$ cat config.mk
export PLATFORM = sky130hd
export DESIGN_NAME = irq_status_ctrl
export DESIGN_NICKNAME = d
export VERILOG_FILES = /design/src/rtl/isc_pkg.sv /design/src/rtl/isc_decode.sv /design/src/rtl/isc_status_reg.sv /design/src/rtl/isc_mask_reg.sv /design/src/rtl/isc_irq_out.sv /design/src/rtl/irq_status_ctrl.sv
export SDC_FILE = /design/constraint.sdc
export NUM_CORES = 1
export LEC_CHECK = 0
export BUFFER_PORTS_ARGS = -buffer_cell sky130_fd_sc_hd__buf_2
export CORE_MARGIN = 2
export CORE_UTILIZATION = 45
export CTS_BUF_LIST = sky130_fd_sc_hd__clkbuf_16
export DETAILED_ROUTE_END_ITERATION = 8
export GPL_ROUTABILITY_DRIVEN = 0
export MAX_ROUTING_LAYER = met4
export PLACE_DENSITY = 0.77
export SYNTH_ARGS = -nofsm -noshare
export SYNTH_HDL_FRONTEND = slang
export SYNTH_SLANG_ARGS = --single-unit
$ cat constraint.sdc
create_clock -name clk -period 2.1 [get_ports clk]
set_input_delay 0.315 -clock clk [delete_from_list [all_inputs] [get_ports clk]]
set_output_delay 0.315 -clock clk [all_outputs]
set_load 0.005 [all_outputs]
$ cat src/rtl/isc_pkg.sv
package isc_pkg;

   // Which register a bus access selects
   typedef enum logic [1:0] {
      ISC_SEL_NONE = 2'd0,
      ISC_SEL_STAT = 2'd1,
      ISC_SEL_MASK = 2'd2
   } isc_sel_e;

   // One-hot vector with a single bit set at position pos
   function automatic logic [63:0] isc_bit(input int unsigned pos);
      logic [63:0] v;
      v = '0;
      v[pos] = 1'b1;
      return v;
   endfunction

endpackage

$ cat src/rtl/isc_decode.sv
module isc_decode
   import isc_pkg::*;
#(
   parameter int unsigned ADDR_W    = 8,
   parameter int unsigned DATA_W    = 32,
   parameter int unsigned STAT_OFFS = 'h0C,
   parameter int unsigned MASK_OFFS = 'h10
) (
   input  logic [ADDR_W-1:0] reg_addr,
   input  logic              reg_we,
   input  logic [DATA_W-1:0] stat_view,
   input  logic [DATA_W-1:0] mask_view,
   output logic              stat_we,
   output logic              mask_we,
   output logic [DATA_W-1:0] rdata
);

   localparam logic [ADDR_W-1:0] STAT_A = ADDR_W'(STAT_OFFS);
   localparam logic [ADDR_W-1:0] MASK_A = ADDR_W'(MASK_OFFS);

   if (STAT_OFFS == MASK_OFFS) begin : g_bad_map
      $error("isc_decode: status and enable offsets collide");
   end
   if ((STAT_OFFS >> ADDR_W) != 0 || (MASK_OFFS >> ADDR_W) != 0) begin : g_bad_width
      $error("isc_decode: offset does not fit the address width");
   end

   isc_sel_e sel;

   always_comb begin
      if (reg_addr == STAT_A)      sel = ISC_SEL_STAT;
      else if (reg_addr == MASK_A) sel = ISC_SEL_MASK;
      else                         sel = ISC_SEL_NONE;
   end

   assign stat_we = reg_we && (sel == ISC_SEL_STAT);
   assign mask_we = reg_we && (sel == ISC_SEL_MASK);

   always_comb begin
      unique case (sel)
         ISC_SEL_STAT: rdata = stat_view;
         ISC_SEL_MASK: rdata = mask_view;
         default:      rdata = '0;
      endcase
   end

endmodule

$ cat src/rtl/isc_status_reg.sv
module isc_status_reg #(
   parameter int unsigned     DATA_W    = 32,
   parameter logic [DATA_W-1:0] LIVE_MASK = 32'hFFFB_8FC0,
   parameter int unsigned     SEAL_BIT  = 21,
   parameter int unsigned     SUM_BIT   = 31
) (
   input  logic              clk,
   input  logic              rst_n,
   input  logic              test_rw,
   input  logic              we,
   input  logic [DATA_W-1:0] wdata,
   input  logic [DATA_W-1:0] evt_set,
   output logic [DATA_W-1:0] stat_q
);

   // Bits that hold real storage: implemented and not the summary position
   localparam logic [DATA_W-1:0] SUM_M = DATA_W'(isc_pkg::isc_bit(SUM_BIT));
   localparam logic [DATA_W-1:0] KEEP  = LIVE_MASK & ~SUM_M;

   logic test_wr;
   logic norm_wr;
   assign test_wr = we && test_rw;
   assign norm_wr = we && !test_rw;

   for (genvar i = 0; i < DATA_W; i++) begin : g_bit
      if (KEEP[i]) begin : g_live
         logic nxt;
         if (i == SEAL_BIT) begin : g_sealed
            // Only a test-mode write can lower the sealed flag
            always_comb begin
               if (test_wr) nxt = wdata[i];
               else         nxt = stat_q[i];
            end
         end else begin : g_w1c
            always_comb begin
               if (test_wr)                  nxt = wdata[i];
               else if (norm_wr && wdata[i]) nxt = 1'b0;
               else                          nxt = stat_q[i];
            end
         end
         always_ff @(posedge clk or negedge rst_n) begin
            if (!rst_n) stat_q[i] <= 1'b0;
            else        stat_q[i] <= nxt | evt_set[i];
         end
      end else begin : g_tie
         assign stat_q[i] = 1'b0;
      end
   end

   logic unused_inputs;
   assign unused_inputs = ^{evt_set & ~KEEP, wdata & ~KEEP};


   no_rise_chk: assert property (@(posedge clk) disable iff (!rst_n)
      !test_wr |=> ((stat_q & ~$past(stat_q) & ~$past(evt_set)) == '0));


   set_wins_chk: assert property (@(posedge clk) disable iff (!rst_n)
      (|(evt_set & KEEP)) |=> ((stat_q & $past(evt_set & KEEP)) == $past(evt_set & KEEP)));


   seal_hold_chk: assert property (@(posedge clk) disable iff (!rst_n)
      (!test_wr && stat_q[SEAL_BIT]) |=> stat_q[SEAL_BIT]);


   test_load_chk: assert property (@(posedge clk) disable iff (!rst_n)
      test_wr |=> (stat_q == (($past(wdata) | $past(evt_set)) & KEEP)));

endmodule

$ cat src/rtl/isc_mask_reg.sv
module isc_mask_reg #(
   parameter int unsigned DATA_W = 32
) (
   input  logic              clk,
   input  logic              rst_n,
   input  logic              we,
   input  logic [DATA_W-1:0] wdata,
   output logic [DATA_W-1:0] mask_q
);

   always_ff @(posedge clk or negedge rst_n) begin
      if (!rst_n)  mask_q <= '0;
      else if (we) mask_q <= wdata;
   end


   mask_wr_chk: assert property (@(posedge clk) disable iff (!rst_n)
      we |=> (mask_q == $past(wdata)));

endmodule

$ cat src/rtl/isc_irq_out.sv
module isc_irq_out #(
   parameter int unsigned DATA_W  = 32,
   parameter int unsigned SUM_BIT = 31
) (
   input  logic              clk,
   input  logic              rst_n,
   input  logic [DATA_W-1:0] stat_q,
   input  logic [DATA_W-1:0] mask_q,
   output logic              summary,
   output logic              irq_n
);

   localparam logic [DATA_W-1:0] BODY = ~DATA_W'(isc_pkg::isc_bit(SUM_BIT));

   logic [DATA_W-1:0] armed;
   assign armed   = stat_q & mask_q & BODY;
   assign summary = |armed;

   always_ff @(posedge clk or negedge rst_n) begin
      if (!rst_n) irq_n <= 1'b1;
      else        irq_n <= !(summary && mask_q[SUM_BIT]);
   end


   irq_fire_chk: assert property (@(posedge clk) disable iff (!rst_n)
      ((|(stat_q & mask_q & BODY)) && mask_q[SUM_BIT]) |=> !irq_n);


   irq_quiet_chk: assert property (@(posedge clk) disable iff (!rst_n)
      (!mask_q[SUM_BIT] || ((stat_q & mask_q & BODY) == '0)) |=> irq_n);

endmodule

$ cat src/rtl/irq_status_ctrl.sv
module irq_status_ctrl #(
   parameter int unsigned       ADDR_W    = 8,
   parameter int unsigned       DATA_W    = 32,
   parameter int unsigned       STAT_OFFS = 'h0C,
   parameter int unsigned       MASK_OFFS = 'h10,
   parameter logic [DATA_W-1:0] LIVE_MASK = 32'hFFFB_8FC0,
   parameter int unsigned       SEAL_BIT  = 21,
   parameter int unsigned       SUM_BIT   = 31
) (
   input  logic              clk,
   input  logic              rst_n,
   input  logic              test_rw,
   input  logic [DATA_W-1:0] evt_set,
   input  logic [ADDR_W-1:0] reg_addr,
   input  logic              reg_we,
   input  logic [DATA_W-1:0] reg_wdata,
   output logic [DATA_W-1:0] reg_rdata,
   output logic              irq_n
);

   if (SUM_BIT >= DATA_W || SEAL_BIT >= DATA_W) begin : g_bad_pos
      $error("irq_status_ctrl: bit position outside the data width");
   end
   if (SEAL_BIT == SUM_BIT) begin : g_bad_seal
      $error("irq_status_ctrl: sealed flag cannot be the summary bit");
   end
   if (DATA_W > 64) begin : g_bad_width
      $error("irq_status_ctrl: data width limited to 64");
   end

   logic              stat_we;
   logic              mask_we;
   logic [DATA_W-1:0] stat_q;
   logic [DATA_W-1:0] mask_q;
   logic [DATA_W-1:0] stat_view;
   logic              summary;

   isc_decode #(
      .ADDR_W   (ADDR_W),
      .DATA_W   (DATA_W),
      .STAT_OFFS(STAT_OFFS),
      .MASK_OFFS(MASK_OFFS)
   ) u_dec (
      .reg_addr (reg_addr),
      .reg_we   (reg_we),
      .stat_view(stat_view),
      .mask_view(mask_q),
      .stat_we  (stat_we),
      .mask_we  (mask_we),
      .rdata    (reg_rdata)
   );

   isc_status_reg #(
      .DATA_W   (DATA_W),
      .LIVE_MASK(LIVE_MASK),
      .SEAL_BIT (SEAL_BIT),
      .SUM_BIT  (SUM_BIT)
   ) u_stat (
      .clk    (clk),
      .rst_n  (rst_n),
      .test_rw(test_rw),
      .we     (stat_we),
      .wdata  (reg_wdata),
      .evt_set(evt_set),
      .stat_q (stat_q)
   );

   isc_mask_reg #(
      .DATA_W(DATA_W)
   ) u_mask (
      .clk   (clk),
      .rst_n (rst_n),
      .we    (mask_we),
      .wdata (reg_wdata),
      .mask_q(mask_q)
   );

   isc_irq_out #(
      .DATA_W (DATA_W),
      .SUM_BIT(SUM_BIT)
   ) u_irq (
      .clk    (clk),
      .rst_n  (rst_n),
      .stat_q (stat_q),
      .mask_q (mask_q),
      .summary(summary),
      .irq_n  (irq_n)
   );

   // Summary replaces the (always empty) storage slot at its position
   always_comb begin
      stat_view          = stat_q;
      stat_view[SUM_BIT] = summary;
   end

endmodule

==> metrics.md <==
| Metric | Value |
|---|---|
| Final instance area | 0.00360 sq mm |
| Max Slew Vio Count | 0 |
| Reg area | 0.00135 sq mm |
| Worst Path Required | 1780 ps |
| Post-Syn Nets | 277 |
| Maximum root-to-sink buffer count | 2 |
| Syn Inst Count | 201 |
| Num CTS Buffers | 5 |
| Critical Path Sink Type | primary output |
| Status | complete, but fails checks |
| CP max FO | 7 |
| WS Path Type | input pin to primary output |
| Asr flop ratio synth | 100% |
| Cell count of the worst reg-to-reg path | 4 |
| Count leader, synth | dfrtp_1 |
| Flop pwr share | 48.9% |
| Post-DP Area | 0.00336 sq mm |
| Crit start category | input pin |
| Via count | 2,235 |
| Minimum clock period after layout | 2110 ps |
| Sw Pwr | 487 uW |
| Post-synth cell types | 30 |
| Min Hold Slack | 9.83 ps |
| Internal | 1.75 mW |
| TritonCTS clock tree | done |
| Clock transition at path regs | 70 ps |
| Drt first pass iters | 4 |
| Area Overhead vs Synth | 34.9% |
| Ant. Diodes | 0 |
| Fmax | 0.474 GHz |
| Setup TNS | -9.02 ps |
| Avg Synthesized Cell Area | 13.3 sq um |
| Die width | 81.0 um |
| Yosys warns | 0 |
| Global-route wire length before repair | 10.4 mm |
| Number of max-cap violations | 0 |
| Initial Util | 45.9% |
| Synth top area cells | dfrtp_1 (50%), mux2_4 (17%), a221o_1 (7.5%) |
| Worst-margin pin slew | 542 ps |
| Clk sinks | 54 |
| Top cell type's share of synthesized area | 49.7% |
| Hold Path Class | input pin to async pin |
| Final hold viol count | 0 |
| Max VDD drop | 0.000416 V |
| DR DRC count | 0 |
| H-tree Lvls | 2 |
| Vias per cell | 5.76 |
| Worst setup margin | -9.02 ps |
| Combinational share of power | 9.5% |
| IO Port Bufs | 97 |
| Hpwl dp | 4.99 mm |
| WL final | 6.90 mm |
| Die Span Y | 81.0 um |
| Seq/Total Area, Yosys | 50.7% |
| Fin nets | 388 |
| Yosys reg bits | 54 |
| Commonest cells post-synth | dfrtp_1 (53), mux2_4 (30), a22o_1 (21) |
| Sw frac | 21.8% |
| Initial antenna violation count | 0 |
| IO Count | 109 |
| Pin count of the biggest net entering global routing | 33 |
| Tcrit/Tclk final | 100% |
| Clock Latency Late Sink | 290 ps |
| Total congestion overflow | 0 |
| Overall fraction of global-route tracks in use | 21.5% |
| Flop-to-flop setup slack | 680 ps |
| Worst rel slew slack | 63.8% |
| R2R Path Start | u_stat.stat_q[9] |
| Place WS | -63.2 ps |
| Die ar. | 0.00657 sq mm |
| Failing checks | negative setup slack |
| Power per cell area | 621 mW/mm^2 |
| Share of cells above drive strength 1 | 53.0% |
| Clock power share | 41.6% |
| Post-synth EDFFs | 0 |
| Worst Path Arrival | 1790 ps |
| Drt wl/cell | 17.8 um |
| Clk_skew | 9.72 ps |
| RR Endpoint | u_irq.irq_n |
| Setup violators final | 1 |
| Post-layout util | 61.9% |
| RSZ-0062 raised after global routing | true |
| Core area | 0.00582 sq mm |
| Row count | 28 |
| Vias in the first global route | 2,185 |
| Fill count | 484 |
| Root buf cell | clkbuf_16 |
| Synth Cell Area | 0.00267 sq mm |
| Post-synth top area cell | dfrtp_1 |
| 1st-iter DRT viols | 111 |
| Multi-input logic area | 0.00125 sq mm |
| ANT nets after route | 0 |
| Main flop type after synthesis | dfrtp_1 |
| Static Leakage | 1.80 nW |
registers in the layout (all words and copies together), names as in the netlist:
name,cells
u_stat.stat_q,21
u_mask.mask_q,32
u_irq.irq_n,1
cell type report:
type	count	share of cell area (%)
clock buffers	5	3.47
flip-flops and latches	54	37.5
multi-input cells	131	34.6
well taps	75	2.61
repair buffers	118	20.3
inverters	2	0.208
clock inverters	3	1.22
metal layers:
metal | up-vias | track usage, % | part of all wire, %
met5 | - | - | 0
li1 | 1016 | - | -
met3 | 14 | 3.22 | 6.9
met2 | 97 | 36.6 | 50
met1 | 1108 | 26.2 | 42
met4 | 0 | 7.29 | 1.7
per-stage QoR:
step	total power, mW	instances
2_1_floorplan	1.19	201
4_1_cts	2.25	385
3_3_place_gp	1.31	374
5_1_grt	2.31	388
6_report	2.24	388
3_5_place_dp	1.32	374
worst max-delay path by stage:
stage | from | cells after the start | to | slack, ps
detailed placement | reg_addr[1] | 8 | reg_rdata[31] | -60
finish | reg_addr[6] | 8 | reg_rdata[31] | -9
global route | reg_addr[6] | 8 | reg_rdata[31] | -50
CTS | u_mask.mask_q[9] | 5 | reg_rdata[31] | -6
floorplan | reg_addr[1] | 4 | reg_rdata[16] | 100
global placement | reg_addr[1] | 6 | reg_rdata[28] | -50
critical path, stage by stage:
cell and delay, ps:
buf_6 90, or4_4 560, buf_6 140, nor3_4 200
buf_6 180, inv_2 30, o21ai_1 130, buf_2 140
power by group through the flow:
stage | combinational, mW | sequential [mW] | clock (mW)
2_1_floorplan | 0.0823 | 1.11 | 0
3_3_place_gp | 0.199 | 1.11 | 0
3_5_place_dp | 0.205 | 1.11 | 0
4_1_cts | 0.214 | 1.09 | 0.947
5_1_grt | 0.234 | 1.10 | 0.983
6_report | 0.213 | 1.09 | 0.930
placed cells by master, fill, tap and decap left out:
cell type   n
mux2_2      2
o21ai_0    20
nand3b_1    1
inv_2       1
nor4_4      1
clkinv_2    1
buf_4       9
nor4_2      1
o21ai_1     1
dfrtp_1    53
nand4_1     1
buf_2      97
a22oi_1     9
nand2_2     1
a311oi_1    1
dfstp_2     1
nand2_1     1
and2_1     11
nor2_1      1
nand3_1     2
buf_6       7
or4_4       1
a22o_1     21
nor3_4      1
bufinv_16   1
a221o_1    20
nand2b_1    2
clkbuf_16   5
nor3_2      1
inv_1       1
a222oi_1    1
buf_12      5
mux2_4     30
inv_6       1
a41oi_1     1
what timing repair did:
action,CTS,global route
pin swaps,6,2
gates cloned,0,1
gates resized for setup,6,3
buffers inserted,3,2
hold buffers,0,0
endpoints found under the setup margin,22,19
cells by family (layout without fill, tap and decap cells):
| kind of cell | Yosys count | count (layout) | synth area share, % |
|---|---|---|---|
| buffers and inverters | 16 | 128 | 3.28 |
| DFF | 54 | 54 | 50.7 |
| and+or+nand+nor | 25 | 25 | 6.47 |
| muxes | 32 | 32 | 17.7 |
| AOI/OAI and AO/OA | 74 | 74 | 21.9 |
Note: power is estimated with default switching activity, not from simulation.
